### config.mk
export PLATFORM = sky130hd
export DESIGN_NAME = baud_tick_gen
export DESIGN_NICKNAME = d
export VERILOG_FILES = /design/src/rtl/bg_pkg.sv /design/src/rtl/bg_div_counter.sv /design/src/rtl/bg_phase_acc.sv /design/src/rtl/baud_tick_gen.sv
export SDC_FILE = /design/constraint.sdc
export NUM_CORES = 1
export LEC_CHECK = 0
export ABC_AREA = 1
export BUFFER_PORTS_ARGS = -buffer_cell sky130_fd_sc_hd__buf_2
export CAP_MARGIN = 0
export CORE_MARGIN = 1.5
export CORE_UTILIZATION = 40
export DETAILED_ROUTE_END_ITERATION = 10
export PLACE_DENSITY = 0.66
export SYNTH_ARGS = -nofsm -noshare
export SYNTH_HDL_FRONTEND = slang
export SYNTH_SLANG_ARGS = --single-unit
### constraint.sdc
create_clock -name clk_i -period 1.75 [get_ports clk_i]
set_clock_uncertainty 0.05 [all_clocks]
set_input_delay 0.175 -clock clk_i [delete_from_list [all_inputs] [get_ports clk_i]]
set_output_delay 0.175 -clock clk_i [all_outputs]
set_load 0.05 [all_outputs]
### src/rtl/bg_pkg.sv
package bg_pkg;

  typedef enum logic {
    BG_MODE_INT  = 1'b0,
    BG_MODE_FRAC = 1'b1
  } bg_mode_e;

  // Value loaded into the down-counter for a divisor; 0 and 1 both mean
  // "expire every cycle".
  function automatic logic [31:0] bg_reload(input logic [31:0] div);
    return (div <= 32'd1) ? 32'd0 : div - 32'd1;
  endfunction

endpackage

### src/rtl/bg_div_counter.sv
module bg_div_counter #(
  parameter int W = 16
) (
  input  logic         clk_i,
  input  logic         rst_ni,
  input  logic         en_i,
  input  logic [W-1:0] div_i,
  output logic         expire_o
);
  import bg_pkg::*;

  logic [W-1:0] cnt_q;
  logic         armed_q;
  logic         reload;

  assign expire_o = en_i && armed_q && (cnt_q == '0);
  assign reload   = !armed_q || (cnt_q == '0);

  always_ff @(posedge clk_i or negedge rst_ni) begin
    if (!rst_ni) begin
      cnt_q   <= '0;
      armed_q <= 1'b0;
    end else if (!en_i) begin
      cnt_q   <= '0;
      armed_q <= 1'b0;
    end else begin
      armed_q <= 1'b1;
      if (reload) cnt_q <= W'(bg_reload(32'(div_i)));
      else        cnt_q <= cnt_q - 1'b1;
    end
  end
endmodule

### src/rtl/bg_phase_acc.sv
module bg_phase_acc #(
  parameter int W = 16
) (
  input  logic         clk_i,
  input  logic         rst_ni,
  input  logic         en_i,
  input  logic [W-1:0] inc_i,
  output logic         expire_o
);
  logic [W-1:0] acc_q;
  logic [W:0]   sum;

  assign sum      = {1'b0, acc_q} + {1'b0, inc_i};
  assign expire_o = en_i && sum[W];

  always_ff @(posedge clk_i or negedge rst_ni) begin
    if (!rst_ni)    acc_q <= '0;
    else if (!en_i) acc_q <= '0;
    else            acc_q <= sum[W-1:0];
  end
endmodule

### src/rtl/baud_tick_gen.sv
module baud_tick_gen #(
  parameter int W = 16
) (
  input  logic         clk_i,
  input  logic         rst_ni,
  input  logic         run_i,
  input  logic         frac_mode_i,
  input  logic [W-1:0] baud_val_i,
  output logic         tick_o
);
  import bg_pkg::*;

  bg_mode_e mode;
  logic     int_en;
  logic     frac_en;
  logic     int_expire;
  logic     frac_expire;
  logic     tick_q;

  assign mode    = bg_mode_e'(frac_mode_i);
  assign int_en  = run_i && (mode == BG_MODE_INT);
  assign frac_en = run_i && (mode == BG_MODE_FRAC);

  bg_div_counter #(.W(W)) u_div (
    .clk_i    (clk_i),
    .rst_ni   (rst_ni),
    .en_i     (int_en),
    .div_i    (baud_val_i),
    .expire_o (int_expire)
  );

  bg_phase_acc #(.W(W)) u_acc (
    .clk_i    (clk_i),
    .rst_ni   (rst_ni),
    .en_i     (frac_en),
    .inc_i    (baud_val_i),
    .expire_o (frac_expire)
  );

  always_ff @(posedge clk_i or negedge rst_ni) begin
    if (!rst_ni) tick_q <= 1'b0;
    else         tick_q <= (mode == BG_MODE_FRAC) ? frac_expire : int_expire;
  end

  assign tick_o = tick_q;
endmodule

== Word level (Yosys, flattened, before mapping) ==
Index checks and enable logic that the tools add are counted.

* ROM bits: 0
* Bits of input ports: 20
* Bits in registers: 34
* Bits in latches: 0
* Memory bits (writable): 0
* Memories: 0
* Output and inout bits: 1

* Multiply operators: 0
* Shifts and indexed selects: 0
* Reductions and logical operators: 8
* $lt $le $gt $ge: 1
* Add/subtract/negate cells: 3
* Bitwise operators: 1
* Div/mod/pow operators: 0
* Mux-type cells: 6
* Equal/unequal tests: 0

{| class="wikitable"
|+ Operator list
! cell !! count
|-
| 16-bit two-way mux || 4
|-
| 16-bit by 1-bit subtractor with 16-bit output (second input constant) || 2
|-
| 16-bit by 16-bit adder with 17-bit output || 1
|-
| 16-bit by 1-bit less-or-equal comparator with 1-bit output (second input constant) || 1
|-
| 16-bit logical NOT || 1
|-
| 1-bit logical AND || 5
|-
| 1-bit two-way mux || 2
|-
| 1-bit logical NOT || 1
|-
| 1-bit logical OR || 1
|-
| 1-bit inverter || 1
|}

== Depth between registers and ports, before layout ==
Gate-level depths: netlist of the first run.

* Depth in word-level cells: 5
* Mapped depth: 12
* Gate-level depth less buffers: 12

== By module ==
Synthesis of the first run repeated with hierarchy kept, for this count alone.

* Cell total of the unflattened synthesis: 507
* Area total of the unflattened synthesis: 3119.2 um^2

{| class="wikitable"
|+ Modules (own cells, without submodules)
! module !! sequential area each (um^2) !! cells each !! area each (um^2) !! instances
|-
| bg_div_counter || 425.4 || 273 || 1621.6 || 1
|-
| bg_phase_acc || 400.4 || 225 || 1442.6 || 1
|-
| baud_tick_gen || 25.0 || 9 || 55.1 || 1
|}

== Worst setup path after synthesis of the first run ==
No wires, ideal clock.

* Kind: flip-flop to flip-flop
* From: register u_acc.acc_q[0]
* To: register tick_q, in the netlist tick_o
* Library setup time: 0.066 ns
* Period minus slack after synthesis: 1.578 ns
* Data arrival time: 1.462 ns
* Buffers on the path: 0
* Required time: 1.634 ns
* Stages on the path, launching flop included: 13
* Slack: 0.172 ns
* Cell sequence: dfrtp_1 -> ha_1 -> inv_1 -> fa_1 -> inv_1 -> nand3_1 -> nand3_1 -> nand2_1 -> nand2_1 -> nand3_1 -> nand2_1 -> nand2_1 -> nand2_1

* Longest elaborated chain between the ends: 3

{| class="wikitable"
|+ RTL lines
! item !! line !! text
|-
| start: declaration || bg_phase_acc.sv:10 || <nowiki>logic [W-1:0] acc_q;</nowiki>
|-
| start signal: assignment || bg_phase_acc.sv:19 || <nowiki>else acc_q <= sum[W-1:0];</nowiki>
|-
| 16-bit by 16-bit adder with 17-bit output || bg_phase_acc.sv:13 || <nowiki>assign sum = {1'b0, acc_q} + {1'b0, inc_i};</nowiki>
|-
| 1-bit logical AND || bg_phase_acc.sv:14 || <nowiki>assign expire_o = en_i && sum[W];</nowiki>
|-
| 1-bit two-way mux || baud_tick_gen.sv:42 || <nowiki>else tick_q <= (mode == BG_MODE_FRAC) ? frac_expire : int_expire;</nowiki>
|-
| end signal: assignment || baud_tick_gen.sv:42 ||
|-
| end: declaration || baud_tick_gen.sv:18 || <nowiki>logic tick_q;</nowiki>
|}

No other way between the ends.

== Worst setup path after layout of the first run ==
Ends and elaborated chain as after synthesis.

==> results.md, run 1 <==
Pwr:
- The static power due to leakage is 1.88 nW.
- The share of power burned in the clock network is 25.2%.
- The portion of total power attributed to combinational logic is 34.7%.
- The design draws 2.16 mW.
- In this run the power density over the cells is 632 mW/mm^2.
- Net switching is 36.4% of the power.
- The worst-case IR drop observed on VDD is 0.000296 V.
- The internal portion of the total power is 1.37 mW.
- The analysis attributes to net switching a power of 0.788 mW.
- Of the total power, registers draw 40.1%.

Worst setup path:
- The register-to-register setup slack is 0.05 ns.
- The standard cell with the maximum stage delay on the critical path is sky130_fd_sc_hd__fa_2.
- The critical path runs through a total of 12 cells.
- STA puts the critical path data required time at 1.92 ns.
- The reg-to-reg critical path startpoint is u_acc.acc_q[0].
- The critical-path maximum fanout is 4.
- The type of the setup path with the least slack is reg2reg.
- Walking the worst path, the cells encountered are ha_2 -> inv_2 -> fa_2 -> inv_2 -> nand3_2 -> nand3_4 -> nand2_2 -> nand2_2 -> nand3_2 -> nand2_1 -> nand2_1 -> nand2_2.
- The largest single stage delay on the critical path is 0.37 ns.
- The worst setup path is captured at a flip-flop.
- Among cell families on the critical path, the largest total delay comes from simple AND/OR/NAND/NOR gates.
- Data arrives at the worst endpoint at 1.87 ns.
- The most prevalent standard cell on the critical path is sky130_fd_sc_hd__nand2_2.
- The endpoint of the worst-slack reg-to-reg timing path is tick_o.
- The worst register-to-register path has a depth of 12.
- The worst setup path is launched from a flip-flop.
- Counting both buffers and inverters, the worst setup path holds a total of 2.

Floorplanning:
- The total area inside the core boundary comes to 0.00721 mm^2.
- For this configuration, the core starts out at a cell density of 41.3%.
- 21 I/O pins were placed.
- The horizontal die dimension is 89.4 um.
- The initialized floorplan defines 31 standard-cell rows.
- The chip height is 89.4 um.
- The floorplan die area is 0.00798 mm^2.

Global route:
- The initial antenna violation count is 0.
- The first global-routing pass estimated 12,300 um of wire.
- The via count of the first global-routing pass is 2,797.
- The residual overflow from global routing is 0.
- Entering global routing, the biggest net connects 35 pins.
- The global routing usage summed across all routing layers is 19.9%.

Synthesis:
- The commonest cells after synthesis are sky130_fd_sc_hd__nand2_1 (146), sky130_fd_sc_hd__nor2_1 (69), sky130_fd_sc_hd__inv_1 (62).
- The fraction of registers with async set or reset after synthesis is 100%.
- The post-synthesis sequential area ratio is 28.5%.
- A synthesized cell averages 6.33 um^2.
- The count of state elements after synthesis is 34.
- The area share of xor/xnor cells in the synthesized design is 3.23%.
- The total standard cell area after synthesis is 0.00298 mm^2.
- In the synthesized netlist the dominant register cell turns out to be sky130_fd_sc_hd__dfrtp_1.
- By area, the combinational part of the netlist is dominated by simple AND/OR/NAND/NOR gates.
- The most common cell in the synthesized netlist is sky130_fd_sc_hd__nand2_1.
- Yosys mapped a number of flops with a built-in enable equal to 0.
- The leading area contributor after synthesis is sky130_fd_sc_hd__dfrtp_1.
- After synthesis, the largest area contributor takes up 28.5% of total cell area.
- The mux contribution to synthesized area is 0%.
- Of the total synthesized cell area, the portion taken by AND, OR, NAND and NOR gates is 41.4%.
- Ranked by total cell area, the synthesized netlist is headed by sky130_fd_sc_hd__dfrtp_1 (29%), sky130_fd_sc_hd__nand2_1 (18%), sky130_fd_sc_hd__nor2_1 (8.7%).
- After Yosys synthesis, full adders, half adders and majority gates account for 9.06% of the synthesized area.
- Synthesis produced a netlist whose cell count is 471.
- Summing the areas of all compound-gate instances in the mapped netlist gives 8.68% of the synthesized area.
- The netlist uses 27 different library cells.
- The net count of the mapped netlist is 512.
- Yosys printed 0 warnings.

Hold path:
- Counting instances, the worst hold path has a depth of 3.
- In this run the worst hold path is classified as in2reg.
- The startpoint of the tightest hold check path is frac_mode_i.
- The path with the worst hold slack has its endpoint at u_acc.acc_q[0].

Timing:
- The worst pin sits at a relative slew slack of 70.4%.
- The final number of setup-violating endpoints is 0.
- Hold is met by 0.165 ns.
- The period utilization is 97.2%.
- The slew of the pin with the lowest slew margin is 0.445 ns.
- The final-report hold violation count is 0.
- Setup repair after global routing could not meet its margin everywhere.
- The clock period could shrink to 1.70 ns.
- The final max-slew violation count is 0.
- Static timing analysis puts the maximum clock frequency at 588 MHz.
- The setup slack after layout is 0.0496 ns.

Drt:
- After the first detailed-routing iteration, the DRC count stood at 127.
- The wire length after detailed routing is 7240 um.
- The detailed-router iteration count before antenna repair is 4.
- Dividing the detail-routed wire length by the instance count gives 12.0 um.
- For this run, design rule violations remaining after detail routing come to 0.
- In the routed layout, each cell is associated on average with a via count of 4.85.
- The routed layout has 2,921 vias.
- The final antenna-violating net count is 0.

Place:
- The cell area reported after detailed placement is 0.00322 mm^2.
- In this run the tool buffered the top-level ports with 20 buffer cells.
- The final weighted congestion in routability-driven placement is 0.896.
- The placed wire-length estimate is 5690 um.
- Prior to clock tree synthesis, the placed netlist has a worst setup slack of -0.0221 ns.

Cells and area:
- For this run, the post-layout net count is 544.
- After routing the design area is 0.00342 mm^2.
- The number of antenna diodes in the final layout is 0.
- The synthesis-to-finish area growth is 14.6%.
- The share of the core filled with cells in the final layout is 47.4%.
- The share of final-layout standard cells stronger than drive strength 1 is 15.3%.

Clock network:
- TritonCTS built the clock tree.
- Counting every sink on the clock net gives 34.
- CTS built an H-tree with a depth of 2.
- The clock slew at the register clock pins of the worst setup and hold paths is 0.07 ns.
- Buffers inserted during clock tree synthesis total 5.
- At the later pin of the worst-skew pair, clock insertion delay measures 0.28 ns.
- The library cell used as clock root buffer is sky130_fd_sc_hd__clkbuf_8.
- In this run the deepest clock path goes through 2 buffers.

Outcome:
- The run finished with clean final reports.

Run:
- The max-cap check violation count is 0.
per-layer routing:
layer  part of all wire, %  track usage (%)  vias to the layer above
met5                     0                0                        -
met4                   1.2             4.48                        0
met3                   1.5             2.77                        9
met2                    51             37.7                       29
met1                    46             23.6                     1338
li1                      -                -                     1545
area by class of cell:
cell class / count / area, um^2
clock buffer: 7 / 76.3
fill: 796 / 3790
inverter: 63 / 236
multi-input combinational: 370 / 1960
sequential: 34 / 851
tap: 99 / 124
timing repair buffer: 29 / 170
logic make-up (layout without fill, tap and decap cells):
| group | count (synthesis) | count (layout) |
|---|---|---|
| flops | 34 | 34 |
| fa+ha+maj | 21 | 21 |
| buf+inv | 67 | 99 |
| simple gates | 288 | 288 |
| xor+xnor | 11 | 11 |
| compound gates | 50 | 50 |
worst max path at each step:
stage | from | endpoint
after floorplan | u_acc.acc_q[0] | tick_o
after global placement | baud_val_i[0] | tick_o
after detailed placement | u_acc.acc_q[0] | tick_o
after CTS | u_acc.acc_q[0] | tick_o
after global routing | u_acc.acc_q[0] | tick_o
final | u_acc.acc_q[0] | tick_o
flip-flops by register name, summed over array words and instances (netlist names):
register,flops
u_div.armed_q,1
u_acc.acc_q,16
tick_o,1
u_div.cnt_q,16
stage by stage:
| stage | setup TNS, ns | instances |
|---|---|---|
| after floorplan | 0 | 471 |
| after global placement | 0 | 593 |
| after detailed placement | -0.0552 | 593 |
| after CTS | 0 | 601 |
| after global routing | -0.143 | 602 |
| final | 0 | 602 |
power by group through the flow:
stage	clock network [mW]	logic (mW)	registers [mW]
after floorplan	0	0.510	0.877
after CTS	0.557	0.712	0.866
after global placement	0	0.694	0.880
after detailed placement	0	0.699	0.881
final	0.545	0.749	0.868
after global routing	0.586	0.850	0.872
worst register-to-register path, delay by kind of cell (launching register included):
kind	cells	cell delay, ns
adders and majority gates	2	0.55
buffers and inverters	2	0.12
DFF	1	0.34
and+or+nand+nor	8	0.57
layout by cell type (no fill, tap or decap), drive strengths merged:
cell type,synthesis,final
dlygate4sd3,0,1
inv,62,62
buf,3,28
o21ai,16,16
nor2,80,80
nand4,4,4
o21bai,1,1
nor3,1,1
a21oi,32,32
dfrtp,34,34
nand3b,3,3
a21boi,1,1
nand2,151,151
clkbuf,1,7
clkinv,1,1
ha,20,20
xor2,7,7
and2,2,2
nand3,45,45
fa,1,1
xnor2,4,4
or2,2,2
what timing repair did:
item                                   CTS  global route
setup endpoints to repair                6            19
pin swaps                                0             5
hold buffers                             1             0
gates resized for setup                  4            26
endpoints found under the hold margin   34             0
buffers inserted                         0             1
Power figures use the tool's default switching activity.
==> run 2: changes to the inputs <==
CORE_ASPECT_RATIO = 0.9   (was default)
==> results.md, run 2 (synthesis results as in run 1) <==
Cells and area:
- The area taken by multi-input logic gates is 0.00200 mm^2 (+1.9%).
- The commonest non-fill, non-tap cell in the layout is sky130_fd_sc_hd__nand2_1.
- The area growth from synthesis to layout is 15.6%.
- The library cells used most frequently in the layout, excluding fill and tap cells, are sky130_fd_sc_hd__nand2_1 (140), sky130_fd_sc_hd__nor2_1 (67), sky130_fd_sc_hd__inv_1 (59).
- The register area is 851 um^2 (unchanged).
- The share of the core filled with cells in the final layout is 48.2% (+0.84 points).
- The cell area after layout is 0.00345 mm^2 (+0.84%).
- The layout net count is 543 (-0.18%).
- In the final layout, the registers with the most flip-flops are u_acc.acc_q (16), u_div.cnt_q (16).
- The number of antenna repair diodes is 0 (unchanged).
- The share of final-layout standard cells stronger than drive strength 1 was 16.2% (+0.86 points).
- The number of fillers in the final layout was 723 (-9.2%).

Timing:
- The top achievable clock speed was 596 MHz (+1.4%).
- The worst hold margin is 0.158 ns (-0.00730 ns).
- The minimum clock period was 1.68 ns (-0.0228 ns).
- The final-report hold violation count is 0 (unchanged).
- The final max-slew violation count is 0 (unchanged).
- The final setup TNS came to 0 ns (unchanged).
- The period utilization is 95.9% (-1.3 points).
- The final number of setup-violating endpoints is 0 (unchanged).
- Setup repair after global routing could not meet its margin everywhere.
- The slew of the pin with the lowest slew margin came to 0.482 ns (+0.0377 ns).
- The normalized max-slew margin is 67.8% (-2.5 points).

Pwr:
- The switching part of the total power came to 36.8% (+0.35 points).
- The portion of total power attributed to combinational logic is 34.3% (-0.4 points).
- The static power due to leakage was 1.88 nW (+0.13%).
- The part of the total power dissipated in sequential elements was 39.0% (-1.1 points).
- The total power per unit cell area is 647 mW/mm^2 (+2.3%).
- The internal power summed over all cells is 1.41 mW (+2.6%).
- The share of power burned in the clock network is 26.7% (+1.5 points).
- The peak ir drop on the vdd network is 0.000324 V (+9.2%).
- The reported net switching power is 0.821 mW (+4.2%).
- The total power is 2.23 mW (+3.2%).

Clock network:
- The library cell used as clock root buffer is sky130_fd_sc_hd__clkbuf_8.
- The clock slew at the register clock pins of the worst setup and hold paths is 0.07 ns (about the same).
- The clock tree from TritonCTS is built.
- The clock sink count is 34 (unchanged).
- The total CTS buffers was 5 (unchanged).
- The clock latency at the later pin of the worst-skew pair is 0.29 ns (about the same).
- The depth of the CTS H-tree is 2 (unchanged).
- The maximum root-to-sink buffer count came to 2 (unchanged).

Worst setup path:
- By startpoint and endpoint, the worst setup path is classified as reg2reg.
- The critical path starts at u_acc.acc_q[0].
- The register-to-register setup slack is 0.07 ns (+0.02 ns).
- The launching element type of the critical path is a flip-flop.
- The endpoint of the worst-slack reg-to-reg timing path is tick_o.
- The logic depth of the worst register-to-register path is 12 (unchanged).
- The reg-to-reg critical path startpoint is u_acc.acc_q[0].
- The data arrival time at the worst-slack endpoint is 1.86 ns (about the same).
- The worst setup path is captured at a flip-flop.
- The critical-path maximum fanout came to 3 (-1).
- The data required time of the critical path is 1.94 ns (+0.02 ns).

Global route:
- The via count of the first global-routing pass is 2,882 (+3.0%).
- The global routing usage summed across all routing layers is 20.0% (+0.17 points).
- The global-route wire length before repair was 12,700 um (+3.1%).
- The residual overflow from global routing is 0 (unchanged).
- The initial antenna violation count is 0 (unchanged).
- The pin count of the biggest net entering global routing is 35 (unchanged).

Drt:
- The detailed-route DRC error count is 0 (unchanged).
- The average routed wire per standard cell was 12.7 um (+5.2%).
- The detailed-router iteration count before antenna repair is 5 (+1).
- The via count was 3,019 (+3.4%).
- The final antenna-violating net count came to 0 (unchanged).
- The wire length after detailed routing is 7520 um (+3.8%).
- The violation count after the first detailed-routing iteration is 117 (-7.9%).
- The via density per instance is 5.08 (+4.7%).

Place:
- The final weighted congestion in routability-driven placement is 0.913 (+1.9%).
- The placed wire-length estimate is 5780 um (+1.5%).
- The cell area reported after detailed placement is 0.00321 mm^2 (-0.47%).
- The count of buffers inserted at the top-level ports is 20 (unchanged).

Hold path:
- The min-delay analysis places its worst path in the category in2reg.
- In this run the most critical hold path is launched from frac_mode_i.
- The worst hold path terminates at u_acc.acc_q[0].
- The number of cells on the worst hold path is 3 (unchanged).

Floorplanning:
- The horizontal die dimension is 94.0 um (+5.2%).
- The number of top-level pins is 21 (unchanged).
- The number of cell rows came to 29 (-6.5%).
- The floorplan die area is 0.00799 mm^2 (about the same).
- The chip height is 84.9 um (-5.0%).
- The starting density of the core is 41.7% (+0.38 points).
- The standard cell core area was 0.00715 mm^2 (-0.92%).

Run:
- The max-cap check violation count was 0 (unchanged).

Outcome:
- The run finished with clean final reports.
==> run 2: changes by cell type in the layout (fill, tap and decap cells not counted), sizes merged <==
cell,previous run,this run
clkbuf,7,6
buf,28,27
==> run 2: final cells by class <==
| cell class | instances | area share [%] |
|---|---|---|
| sequential | 34 | 24.7 |
| multi-input combinational | 370 | 58.0 |
| inverter | 63 | 6.86 |
| clock buffer | 6 | 2.39 |
| tap | 93 | 3.37 |
| timing repair buffer | 28 | 4.72 |
==> run 2: metrics by stage <==
stage | instances | setup WS, ns
finish | 594 | 0.0724
global route | 594 | -0.0472
CTS | 593 | 0.0556
detailed placement | 586 | -0.0413
global placement | 586 | 0.00315
floorplan | 471 | 0.172
==> run 2: timing repair <==
item	in CTS	in global routing
buffers inserted	0	1
setup endpoints to repair	4	19
hold buffers	1	0
pin swaps	0	9
hold endpoints to repair	34	0
gates resized for setup	4	30
==> run 2: metal layers <==
layer  wire length (um)  vias up  global-route usage (%)
met2               3660       48                    35.2
met1               3570     1408                    25.1
met4                 90        0                    5.43
met3                204       10                    3.67
li1                   -     1553                       -
met5                  0        -                       0
==> run 2: critical path, stage by stage, from the launching register on <==
cell and delay (ns):
sky130_fd_sc_hd__dfrtp_1 0.33, sky130_fd_sc_hd__ha_2 0.18, sky130_fd_sc_hd__inv_2 0.04, sky130_fd_sc_hd__fa_2 0.38, sky130_fd_sc_hd__inv_2 0.08, sky130_fd_sc_hd__nand3_2 0.07
sky130_fd_sc_hd__nand3_2 0.08, sky130_fd_sc_hd__nand2_1 0.06, sky130_fd_sc_hd__nand2_2 0.09, sky130_fd_sc_hd__nand3_2 0.06, sky130_fd_sc_hd__nand2_1 0.07, sky130_fd_sc_hd__nand2_1 0.05
sky130_fd_sc_hd__nand2_1 0.08
==> run 2: power by group through the flow <==
stage	Sequential, mW	Clock [mW]	Combinational, mW
2_1_floorplan	0.877	0	0.510
3_3_place_gp	0.880	0	0.690
3_5_place_dp	0.882	0	0.701
4_1_cts	0.867	0.612	0.712
5_1_grt	0.874	0.647	0.876
6_report	0.869	0.596	0.765
==> run 2: how the worst max path moves through the flow <==
stage	end	slack, ns	depth (start not counted)
2_1_floorplan	tick_o	0.17	12
3_3_place_gp	tick_o	0.003	12
3_5_place_dp	u_div.cnt_q[6]	-0.04	9
4_1_cts	tick_o	0.06	12
5_1_grt	u_acc.acc_q[13]	-0.05	8
6_report	tick_o	0.07	12
